File: config.mk
export PLATFORM = sky130hd
export DESIGN_NAME = symq8_quantizer
export DESIGN_NICKNAME = d
export VERILOG_FILES = /design/src/rtl/symq8_pkg.sv /design/src/rtl/symq8_magscan.sv /design/src/rtl/symq8_divider.sv /design/src/rtl/symq8_outreg.sv /design/src/rtl/symq8_quantizer.sv
export SDC_FILE = /design/constraint.sdc
export NUM_CORES = 1
export LEC_CHECK = 0
export ABC_CLOCK_PERIOD_IN_PS = 9400
export CORE_MARGIN = 1.5
export CORE_UTILIZATION = 66
export DETAILED_ROUTE_END_ITERATION = 10
export DONT_BUFFER_PORTS = 1
export GPL_TIMING_DRIVEN = 0
export PLACE_DENSITY = 0.92
export RECOVER_POWER = 100
export SYNTH_ARGS = -nofsm -noshare
export SYNTH_HDL_FRONTEND = slang
export SYNTH_SLANG_ARGS = --single-unit
File: constraint.sdc
create_clock -name clk -period 9.4 [get_ports clk]
set_input_delay 0.47 -clock clk [delete_from_list [all_inputs] [get_ports clk]]
set_output_delay 0.47 -clock clk [all_outputs]
set_load 0.02 [all_outputs]
File: src/rtl/symq8_pkg.sv
`timescale 1ns/1ps
package symq8_pkg;
  // Sequencing of one block: measure, publish scale, divide, drain last code
  typedef enum logic [1:0] {
    ST_SCAN  = 2'd0,
    ST_SCALE = 2'd1,
    ST_QUANT = 2'd2,
    ST_DRAIN = 2'd3
  } symq8_state_e;
endpackage

File: src/rtl/symq8_magscan.sv
`timescale 1ns/1ps
module symq8_magscan #(
  parameter int DATA_W = 16,
  localparam int MAG_W = DATA_W - 1
) (
  input  logic              clk,
  input  logic              rst,
  input  logic              sample,
  input  logic              restart,
  input  logic [DATA_W-1:0] value,
  output logic [MAG_W-1:0]  mag,
  output logic [MAG_W-1:0]  run_max
);
  localparam logic [DATA_W-1:0] MOST_NEG = {1'b1, {(DATA_W-1){1'b0}}};

  logic [DATA_W-1:0] neg_val;
  logic [MAG_W-1:0]  base;

  // Magnitude, with the most negative code clamped to the top positive one
  always_comb begin
    neg_val = -value;
    if (value == MOST_NEG)
      mag = {MAG_W{1'b1}};
    else if (value[DATA_W-1])
      mag = neg_val[MAG_W-1:0];
    else
      mag = value[MAG_W-1:0];
  end

  assign base = restart ? '0 : run_max;

  always_ff @(posedge clk) begin
    if (rst)
      run_max <= '0;
    else if (sample)
      run_max <= (mag > base) ? mag : base;
  end
endmodule

File: src/rtl/symq8_divider.sv
`timescale 1ns/1ps
module symq8_divider #(
  parameter int NUM_W = 23,
  parameter int DEN_W = 16,
  localparam int CNT_W = $clog2(NUM_W + 1)
) (
  input  logic             clk,
  input  logic             rst,
  input  logic             start,
  input  logic [NUM_W-1:0] num,
  input  logic [DEN_W-1:0] den,
  output logic             busy,
  output logic             done,
  output logic [NUM_W-1:0] quot
);
  logic [DEN_W-1:0] rem;
  logic [DEN_W-1:0] den_q;
  logic [NUM_W-1:0] dvd;
  logic [CNT_W-1:0] cnt;
  logic [DEN_W:0]   rem_sh;
  logic [DEN_W+1:0] diff;
  logic             borrow;

  // One restoring step: shift in a dividend bit, try to subtract
  always_comb begin
    rem_sh = {rem, dvd[NUM_W-1]};
    diff   = {1'b0, rem_sh} - {2'b00, den_q};
    borrow = diff[DEN_W+1];
  end

  always_ff @(posedge clk) begin
    if (rst) begin
      rem   <= '0;
      den_q <= '0;
      dvd   <= '0;
      cnt   <= '0;
      busy  <= 1'b0;
      done  <= 1'b0;
    end else begin
      done <= 1'b0;
      if (start) begin
        rem   <= '0;
        den_q <= den;
        dvd   <= num;
        cnt   <= CNT_W'(NUM_W);
        busy  <= 1'b1;
      end else if (busy) begin
        rem <= borrow ? rem_sh[DEN_W-1:0] : diff[DEN_W-1:0];
        dvd <= {dvd[NUM_W-2:0], ~borrow};
        cnt <= cnt - 1'b1;
        if (cnt == CNT_W'(1)) begin
          busy <= 1'b0;
          done <= 1'b1;
        end
      end
    end
  end

  assign quot = dvd;
endmodule

File: src/rtl/symq8_outreg.sv
`timescale 1ns/1ps
module symq8_outreg #(
  parameter int CODE_W = 8
) (
  input  logic              clk,
  input  logic              rst,
  input  logic              load,
  input  logic [CODE_W-1:0] load_data,
  input  logic              load_last,
  input  logic              ready,
  output logic              valid,
  output logic [CODE_W-1:0] data,
  output logic              last
);
  always_ff @(posedge clk) begin
    if (rst) begin
      valid <= 1'b0;
      data  <= '0;
      last  <= 1'b0;
    end else if (load) begin
      valid <= 1'b1;
      data  <= load_data;
      last  <= load_last;
    end else if (ready) begin
      valid <= 1'b0;
    end
  end
endmodule

File: src/rtl/symq8_quantizer.sv
`timescale 1ns/1ps
module symq8_quantizer #(
  parameter int DATA_W    = 16,
  parameter int CODE_W    = 8,
  parameter int BLOCK_LEN = 32
) (
  input  logic              clk,
  input  logic              rst,
  input  logic              in_valid,
  output logic              in_ready,
  input  logic [DATA_W-1:0] in_data,
  output logic              scale_valid,
  output logic [DATA_W-2:0] scale_data,
  output logic              code_valid,
  input  logic              code_ready,
  output logic [CODE_W-1:0] code_data,
  output logic              code_last
);
  import symq8_pkg::*;

  localparam int MAG_W = DATA_W - 1;
  localparam int QMAX  = (1 << (CODE_W - 1)) - 1;
  localparam int NUM_W = MAG_W + CODE_W;   // (2*QMAX+1)*max fits here
  localparam int DEN_W = MAG_W + 1;
  localparam int CNT_W = $clog2(BLOCK_LEN + 1);

  symq8_state_e      state;
  logic [CNT_W-1:0]  cnt;
  logic              acc;
  logic              cnt_end;
  logic [MAG_W-1:0]  in_mag;
  logic [MAG_W-1:0]  run_max;
  logic [MAG_W-1:0]  scale_q;
  logic              div_start;
  logic              div_busy;
  logic              div_done;
  logic [NUM_W-1:0]  div_quot;
  logic [NUM_W-1:0]  num_w;
  logic [DEN_W-1:0]  den_w;
  logic              neg_q;
  logic              last_q;
  logic [CODE_W-1:0] qclamp;
  logic [CODE_W-1:0] div_code;
  logic              zero_load;
  logic              out_load;
  logic [CODE_W-1:0] out_data;
  logic              out_last;

  assign cnt_end = (cnt == CNT_W'(BLOCK_LEN - 1));

  always_comb begin
    case (state)
      ST_SCAN:  in_ready = 1'b1;
      ST_QUANT: in_ready = !div_busy && !div_done && (!code_valid || code_ready);
      default:  in_ready = 1'b0;
    endcase
  end

  assign acc = in_valid && in_ready;

  symq8_magscan #(.DATA_W(DATA_W)) u_scan (
    .clk     (clk),
    .rst     (rst),
    .sample  (acc && (state == ST_SCAN)),
    .restart (cnt == '0),
    .value   (in_data),
    .mag     (in_mag),
    .run_max (run_max)
  );

  // round(QMAX*m/s) = floor((2*QMAX*m + s) / (2*s)), ties away from zero
  assign num_w = NUM_W'(in_mag) * NUM_W'(2 * QMAX) + NUM_W'(scale_q);
  assign den_w = {scale_q, 1'b0};

  assign div_start = acc && (state == ST_QUANT) && (scale_q != '0);
  assign zero_load = acc && (state == ST_QUANT) && (scale_q == '0);

  symq8_divider #(.NUM_W(NUM_W), .DEN_W(DEN_W)) u_div (
    .clk   (clk),
    .rst   (rst),
    .start (div_start),
    .num   (num_w),
    .den   (den_w),
    .busy  (div_busy),
    .done  (div_done),
    .quot  (div_quot)
  );

  always_comb begin
    qclamp   = (div_quot > NUM_W'(QMAX)) ? CODE_W'(QMAX) : div_quot[CODE_W-1:0];
    div_code = neg_q ? -qclamp : qclamp;
  end

  assign out_load = div_done || zero_load;
  assign out_data = div_done ? div_code : '0;
  assign out_last = div_done ? last_q : cnt_end;

  symq8_outreg #(.CODE_W(CODE_W)) u_out (
    .clk       (clk),
    .rst       (rst),
    .load      (out_load),
    .load_data (out_data),
    .load_last (out_last),
    .ready     (code_ready),
    .valid     (code_valid),
    .data      (code_data),
    .last      (code_last)
  );

  always_ff @(posedge clk) begin
    if (rst) begin
      state       <= ST_SCAN;
      cnt         <= '0;
      scale_q     <= '0;
      scale_valid <= 1'b0;
      neg_q       <= 1'b0;
      last_q      <= 1'b0;
    end else begin
      scale_valid <= 1'b0;
      if (div_start) begin
        neg_q  <= in_data[DATA_W-1];
        last_q <= cnt_end;
      end
      case (state)
        ST_SCAN: if (acc) begin
          cnt <= cnt_end ? '0 : cnt + 1'b1;
          if (cnt_end) state <= ST_SCALE;
        end
        ST_SCALE: begin
          scale_q     <= run_max;
          scale_valid <= 1'b1;
          state       <= ST_QUANT;
        end
        ST_QUANT: if (acc) begin
          cnt <= cnt_end ? '0 : cnt + 1'b1;
          if (cnt_end) state <= ST_DRAIN;
        end
        default: if (code_valid && code_ready && code_last) state <= ST_SCAN;
      endcase
    end
  end

  assign scale_data = scale_q;
endmodule

# Word level (Yosys, flattened, before mapping)
# Cells that the tools add are included.
[word_totals] ff_bits=112 in_bits=20 elab_cells=91
[classes] n_addsub=6 multipliers=1 magnitude_cmp=2 n_eq_ne=9 muxes=28 bitwise=2 n_reduce_logical=26
[ops] op="two-way mux 15 bit" count=4
[ops] op="two-way mux 23 bit" count=2
[ops] op="two-way mux 8 bit" count=3
[ops] op="adder 23 x 15 -> 23 bit" count=1
[ops] op="greater-than comparator 23 x 7 -> 1 bit (second input constant)" count=1
[ops] op="multiplier 15 x 7 -> 22 bit (second input constant)" count=1
[ops] op="subtractor 17 x 16 -> 18 bit" count=1
[ops] op="== test 16 bit (second input constant)" count=1
[ops] op="two-way mux 16 bit" count=1
[ops] op="greater-than comparator 15 bit" count=1
[ops] op="logical NOT 15 bit" count=1
[ops] op="negator 15 bit" count=1
[ops] op="nonzero test 15 bit" count=1
[ops] op="two-way mux 2 bit" count=5
[ops] op="two-way mux 5 bit" count=2
[ops] op="logical AND 1 bit" count=9
[ops] op="two-way mux 1 bit" count=8
[ops] op="!= test 2 bit (second input constant)" count=4
[ops] op="negator 8 bit" count=1
[ops] op="adder 6 x 1 -> 6 bit (second input constant)" count=1
[ops] op="== test 6 x 5 -> 1 bit (second input constant)" count=1
[ops] op="logical NOT 6 bit" count=1
[ops] op="two-way mux 6 bit" count=1
[ops] op="one-hot mux 2 bit (3 select lines)" count=1
[ops] op="other kinds (15)" count=21

# Longest topological paths before layout
# Gate-level depths: netlist of the first run.
[logic_depth] word_depth=9 mapped_depth=31

# Cells and area by module
# From an unflattened synthesis of the first run, not the netlist that was laid out.
[hier_totals] hier_cells=1204 hier_area_um2=10027.1
[by_module_without_submodules] mod="symq8_quantizer" instances=1 cells_each=573 area_each_um2=4762.1 seq_area_each_um2=520.5
[by_module_without_submodules] mod="symq8_divider" instances=1 cells_each=442 area_each_um2=3604.7 seq_area_each_um2=1241.2
[by_module_without_submodules] mod="symq8_magscan" instances=1 cells_each=156 area_each_um2=1305.0 seq_area_each_um2=300.3
[by_module_without_submodules] mod="symq8_outreg" instances=1 cells_each=33 area_each_um2=355.3 seq_area_each_um2=200.2

# Worst setup path before layout of the first run
# No wires, ideal clock.
[synth_path] path_type="input port to flip-flop" startpoint="input port in_data[0]" endpoint="register u_div.dvd[22] (netlist: u_div.quot[22])" setup_time_ps=133 arrival_time_ps=6897 setup_slack_ps=2370 stages=25 path_buffers=0 cell_sequence="inv_1 -> ha_1 -> or3b_4 -> nor3_1 -> nand2_1 -> o21ai_0 -> nor2_1 -> nor3b_1 -> inv_1 -> fa_1 -> fa_1 -> inv_1 -> fa_1 -> fa_1 -> inv_1 -> ha_1 -> and4_1 -> and3_1 -> and3_1 -> o22ai_1 -> xor2_1 -> nor4_1 -> nor4b_1 -> xnor2_1 -> a21oi_1"
[synth_between] elab_chain_len=6
[synth_lines] item="from (decl)" line="symq8_quantizer.sv:11" source="input logic [DATA_W-1:0] in_data,"
[synth_lines] item="negator 15 bit" line="symq8_magscan.sv:21" source="neg_val = -value;"
[synth_lines] item="two-way mux 15 bit" line="symq8_magscan.sv:24" source="else if (value[DATA_W-1])"
[synth_lines] item="two-way mux 15 bit *" line="symq8_magscan.sv:22" source="if (value == MOST_NEG)"
[synth_lines] item="multiplier 15 x 7 -> 22 bit *" line="symq8_quantizer.sv:72" source="assign num_w = NUM_W'(in_mag) * NUM_W'(2 * QMAX) + NUM_W'(scale_q);"
[synth_lines] item="adder 23 x 15 -> 23 bit *" line="symq8_quantizer.sv:72"
[synth_lines] item="two-way mux 23 bit *" line="symq8_divider.sv:41" source="if (start) begin"
[synth_lines] item="to (signal assigned)" line="symq8_divider.sv:44" source="dvd <= num;"
[synth_lines] item="to (signal assigned)" line="symq8_divider.sv:49" source="dvd <= {dvd[NUM_W-2:0], ~borrow};"
[synth_lines] item="to (decl)" line="symq8_divider.sv:18" source="logic [NUM_W-1:0] dvd;"
# Every way passes the cells marked *; elsewhere a longest branch is shown, timed or not.
# A chain may end at the register's enable or synchronous reset.

# Final worst setup path of the first run
[layout_path] startpoint="input port in_data[0]" endpoint="register u_div.dvd[19] (netlist: u_div.quot[19])"
# The elaborated chain is that of the path after synthesis.

==> flow_summary.ini, run 1 <==
[routing]
wirelength_um = 23600
detail_route.iter0.violations = 625
firstDrtPassIters = 6
via_count = 8403
via_per_inst = 6.30
wl_per_cell_um = 17.7
postRouteAntennaNets = 0
post-route-drc-count = 0

[finish]
final_nets = 1315
areaGrowthSynthToFinish_pct = 5.63
drive_above_1_share_pct = 4.16
antennaDiodeCount = 0

[place]
numPortBuffers = 0
gp_congestion = 0.958
pre_cts_ws_ps = 1480
dp_hpwl_um = 18600

[cts]
cts_buffers = 9
postCtsHoldBufs = 0
cts_setup_buffers = 0
cts-root-buf = clkbuf_16
htreeDepth = 3
clkSinkCount = 112
insertion_delay_ps = 350
cts_tree = done
cts_buffer_depth = 2
path_clk_slew_ps = 70
cts_resized = 0

[logic_synthesis]
ys_types = 73
synth_nets = 1304
syn_avg_cell_area_um2 = 8.37
synth_top_cell_by_area = dfxtp_1
ys.warnings.count = 0
synth-seq-area-share_pct = 23.5
synth_top_area_share_pct = 23.5
async_flop_share_pct = 0
synth_edf_count = 0
synth_area_um2 = 9540
ys_seq_elements = 112
synthMostInstantiatedCell = inv_1
synth.area.top_cells = dfxtp_1, ha_1, fa_1
synthCells = 1139
yosys-top-cells-count = inv_1, dfxtp_1, ha_1
synth_top_flop_cell = dfxtp_1

[job]
cap_viol_max_count = 0

[die]
rows = 43
coreArea_um2 = 14000
initial_core_util_pct = 68.2
die_w_um = 123
ioPinCount = 47
die_h_um = 123
die_area_um2 = 15200

[grt]
grt_max_degree = 17
grt_pass1_vias = 8167
grt_pass1_wl_um = 38400
antenna_found_initial = 0
grt_util_all_layers_pct = 32.0
overflow = 0

[timing]
setup_slack_ps = 1790
finalSetupViolCount = 0
skew_ps = 8.78
clock.fmax_mhz = 131
fin_crit_ps = 7610
worstMarginPinSlew_ps = 1210
slew_violations = 0
period_share_pct = 80.9
hold_violations = 0
fin_tns_setup_ps = 0
relSlewSlack_pct = 18.8
rsz0062_at_grt = false

[power_and_ir_drop]
peakVddDrop_mv = 0.392
p_leak_uw = 0.00420
powerDensity_nw_per_um2 = 412

[setup_path]
setup.worst_path.class = in2reg
cp.required_ps = 9670
cp-start-kind = input port
cp.arrival_ps = 7870
cp_max_fo = 10
end_kind = flip-flop

[run_status]
status = finished, final reports clean

[hold_path]
hp-class = in2reg
[routing by layer]
layer | global-route usage [%] | part of all wire, %
met5 | 0 | 0
met4 | 18.1 | 4.8
met3 | 4.94 | 5.7
met2 | 55.2 | 49
met1 | 37.9 | 41
[flip-flops by register name, summed over array words and instances, names as in the netlist, 2 cells and up]
register,flops
u_scan.run_max,15
u_div.quot,23
cnt,6
scale_data,15
u_div.rem,16
u_out.data,8
state,2
u_div.den_q,15
u_div.cnt,5
[worst paths after layout]
check / slack (ps) / from / to / cells past startpoint
worst min register to register: 460 / u_div.den_q[12] / u_div.den_q[12] / 2
worst min-delay path: 340 / code_ready / u_out.valid / 2
worst max register to register: 5090 / cnt[0] / u_scan.run_max[11] / 15
worst max-delay path: 1790 / in_data[0] / u_div.quot[19] / 27
[cell usage in the layout, fill, tap and decap left out, drive strengths merged, types with 12 or more instances in the layout]
cell    netlist  layout
fa           43      43
xnor2        48      48
a22o         13      13
nand2        93      93
nand3        14      14
ha          102     102
clkbuf       34      49
dfxtp       112     112
inv         115     115
a21o         15      15
nand2b       19      19
mux2i        49      49
o21ai        52      52
a211oi       24      24
a21oi        99      99
nor2         93      93
xor2         27      27
nor3         23      23
nand4        15      15
o21a         12      12
[logic make-up after synthesis]
family,after synthesis,synth area share (%)
AO/OA/AOI/OAI,276,19.0
AND/OR/NAND/NOR,320,16.1
buffers and inverters,156,6.31
adder cells (fa/ha/maj),145,22.4
flip-flops,112,23.5
multiplexers,55,5.85
XOR/XNOR,75,6.89
[cell type report]
type	instances	area (um2)
multi-input cells	871	6670
clock buffers	11	253
well taps	180	225
fillers	1022	3920
plain buffers	41	161
flip-flops and latches	112	2240
inverters	115	432
clock inverters	3	90.1
[worst max-delay path, cell delays in order]
cell      delay, ps
inv_1            50
ha_1            160
or3b_1          440
nor3_1          270
nand4_1         260
clkbuf_1        290
o211ai_1        320
fa_1            540
ha_1            340
xnor2_1         210
fa_1            480
fa_1            520
inv_1            40
ha_1            340
a21o_1          200
or3_1           330
o21a_1          250
xor2_1          180
ha_1            350
and2_1          180
o21ai_0         140
o31ai_1         130
o41ai_1         640
nor4_1          140
xnor2_1         250
nor2_1          100
a211oi_1        210
[metrics by stage]
stage	cell area (um2)	std cells	util, %	power, uW	hold slack, ps
after detailed placement	9760	1319	69.8	3650	447
after global placement	9760	1319	69.8	3520	443
after global routing	10100	1333	72.0	4540	336
final	10100	1333	72.0	4150	336
after floorplan	9540	1139	-	3020	436
after CTS	10100	1333	72.2	4110	329
[power by group]
part,switching [uW],leakage [uW],total [uW],internal [uW]
combinational,1880,0.00313,3230,1350
clock,168,0.000168,440,272
sequential,5.92,0.000904,486,480
No activity file was read; power rests on OpenSTA's default activity.
==> run 2, diff against run 1 <==
--- a/config.mk
+++ b/config.mk
@@ -5,13 +5,13 @@
 export SDC_FILE = /design/constraint.sdc
 export NUM_CORES = 1
 export LEC_CHECK = 0
-export ABC_CLOCK_PERIOD_IN_PS = 9400
+export ABC_CLOCK_PERIOD_IN_PS = 6200
 export CORE_MARGIN = 1.5
-export CORE_UTILIZATION = 66
+export CORE_UTILIZATION = 59
 export DETAILED_ROUTE_END_ITERATION = 10
 export DONT_BUFFER_PORTS = 1
 export GPL_TIMING_DRIVEN = 0
-export PLACE_DENSITY = 0.92
+export PLACE_DENSITY = 0.88
 export RECOVER_POWER = 100
 export SYNTH_ARGS = -nofsm -noshare
 export SYNTH_HDL_FRONTEND = slang
==> constraint.sdc (replaced) <==
create_clock -name clk -period 6.2 [get_ports clk]
set_input_delay 0.31 -clock clk [delete_from_list [all_inputs] [get_ports clk]]
set_output_delay 0.31 -clock clk [all_outputs]
set_load 0.02 [all_outputs]
==> run 2 against run 1 <==
Net effect: the flow now finishes with violations (negative setup slack); die area is 12% higher; utilization decreased by 2.9 points; final area rose by 8.6%; non-clock buffer count up 36; final cell count up 5.5%; critical path depth rose by 4; critical endpoint unchanged.
==> flow_summary.ini, run 2 (synthesis gave the netlist of run 1 again) <==
[setup_path]
path_common_cell = buf_4
cp.arrival_ps = 6800
end_kind = flip-flop
setup.worst_path.class = in2reg
cp.required_ps = 6470
cp-start-kind = input port
r2r_slack_ps = 2510
cp_max_fo = 7
max_stage_delay_ps = 570
slowest_stage = or4_1

[place]
numPortBuffers = 0
pre_cts_ws_ps = -921
gp_congestion = 0.924
dp_hpwl_um = 18200
placedCellCount = 1355

[cts]
insertion_delay_ps = 360
cts_tree = done
path_clk_slew_ps = 80
htreeDepth = 3
cts_buffer_depth = 2
postCtsHoldBufs = 0
cts-root-buf = clkbuf_16
cts_buffers = 9
clkSinkCount = 112

[die]
die_area_um2 = 16900
die_w_um = 130
die_h_um = 130
initial_core_util_pct = 60.3
coreArea_um2 = 15800
rows = 46
ioPinCount = 47

[routing]
postRouteAntennaNets = 0
via_count = 8797
post-route-drc-count = 0
wirelength_um = 26600
wl_per_cell_um = 18.9
detail_route.iter0.violations = 906
via_per_inst = 6.26
firstDrtPassIters = 8

[timing]
finalSetupViolCount = 8
worstMarginPinSlew_ps = 1160
relSlewSlack_pct = 22.4
hold_violations = 0
rsz0062_at_grt = true
clock.fmax_mhz = 153
period_share_pct = 105
skew_ps = 13.5
slew_violations = 0
fin_crit_ps = 6530
setup_slack_ps = -329

[finish]
drive_above_1_share_pct = 14.5
layout_common_cells = dfxtp_1, inv_1, ha_1, a21oi_1, nor2_1
largest_reg_flops = 23
final_nets = 1351
layout_commonest_cell = dfxtp_1
areaGrowthSynthToFinish_pct = 14.7
antennaDiodeCount = 0
stdcell_count = 1406
fill_cells = 1142
fin_util_pct = 69.1

[run_status]
violations = negative setup slack
status = complete, but fails checks

[grt]
antenna_found_initial = 0
grtUsageMet2_pct = 49.9
grt_max_degree = 20
overflow = 0
grt_util_all_layers_pct = 28.5
grt_util_met3_pct = 3.40
use_met1_pct = 35.7
top_usage_layer = met2
grt_pass1_wl_um = 38200
grt_pass1_vias = 7935

[job]
cap_viol_max_count = 0

[hold_path]
hp-class = in2reg
-- run 2: changes by cell type in the layout (fill, tap and decap cells not counted), moves of 7 or more --
cell / delta
a21oi_1: -9
inv_1: -8
nand2_1: -9
xnor2_1: -7
nand2_2: +7
buf_4: +32
xnor2_2: +7
ha_4: +7
o21ai_0: -8
ha_1: -9
-- run 2: cell type report --
cell class                 instances  area (um2)  area share [%]
tap                              216         270            2.47
clock buffer                       9         225            2.06
inverter                         115         473            4.32
multi-input combinational        871        7210            65.9
timing repair buffer              36         285            2.61
buffer                            41         183            1.67
sequential                       112        2240            20.5
clock inverter                     6        53.8           0.492
-- run 2: critical path, delay by kind of cell --
| family | cells | cell delay (ps) |
|---|---|---|
| AOI/OAI and AO/OA | 7 | 1300 |
| adders and majority gates | 6 | 2330 |
| and+or+nand+nor | 8 | 1430 |
| buffers and inverters | 7 | 960 |
| xor gates and xnor gates | 3 | 480 |
-- run 2: worst paths after layout --
| check | startpoint | to | cells after the start |
|---|---|---|---|
| min reg2reg | u_div.den_q[5] | u_div.den_q[5] | 2 |
| min | code_ready | u_out.valid | 2 |
| max reg2reg | cnt[0] | u_scan.run_max[2] | 15 |
| max | in_data[10] | u_div.quot[19] | 31 |
-- run 2: stage by stage --
stage	TNS [ps]	area, um2	hold slack [ps]
finish	-1590	10900	176
global route	-4300	10900	201
CTS	-295	10500	164
detailed placement	-7800	9960	447
global placement	-6090	9960	443
floorplan	-1050	9690	436
-- run 2: repair_timing --
action / CTS / global route
cloned: 0 / 0
setup endpoints to repair: 11 / 12
setup buffers: 20 / 16
gates resized for setup: 36 / 59
pin swaps: 34 / 24
-- run 2: per-layer routing --
metal	vias to the layer above	part of all wire (%)
met5	-	0
met2	435	49
met1	4197	40
met4	0	4.4
li1	4054	-
met3	111	6.6
Power of run 2 is not shown: default switching activity piles up to over one toggle a cycle in this logic, so the estimate is an artifact.
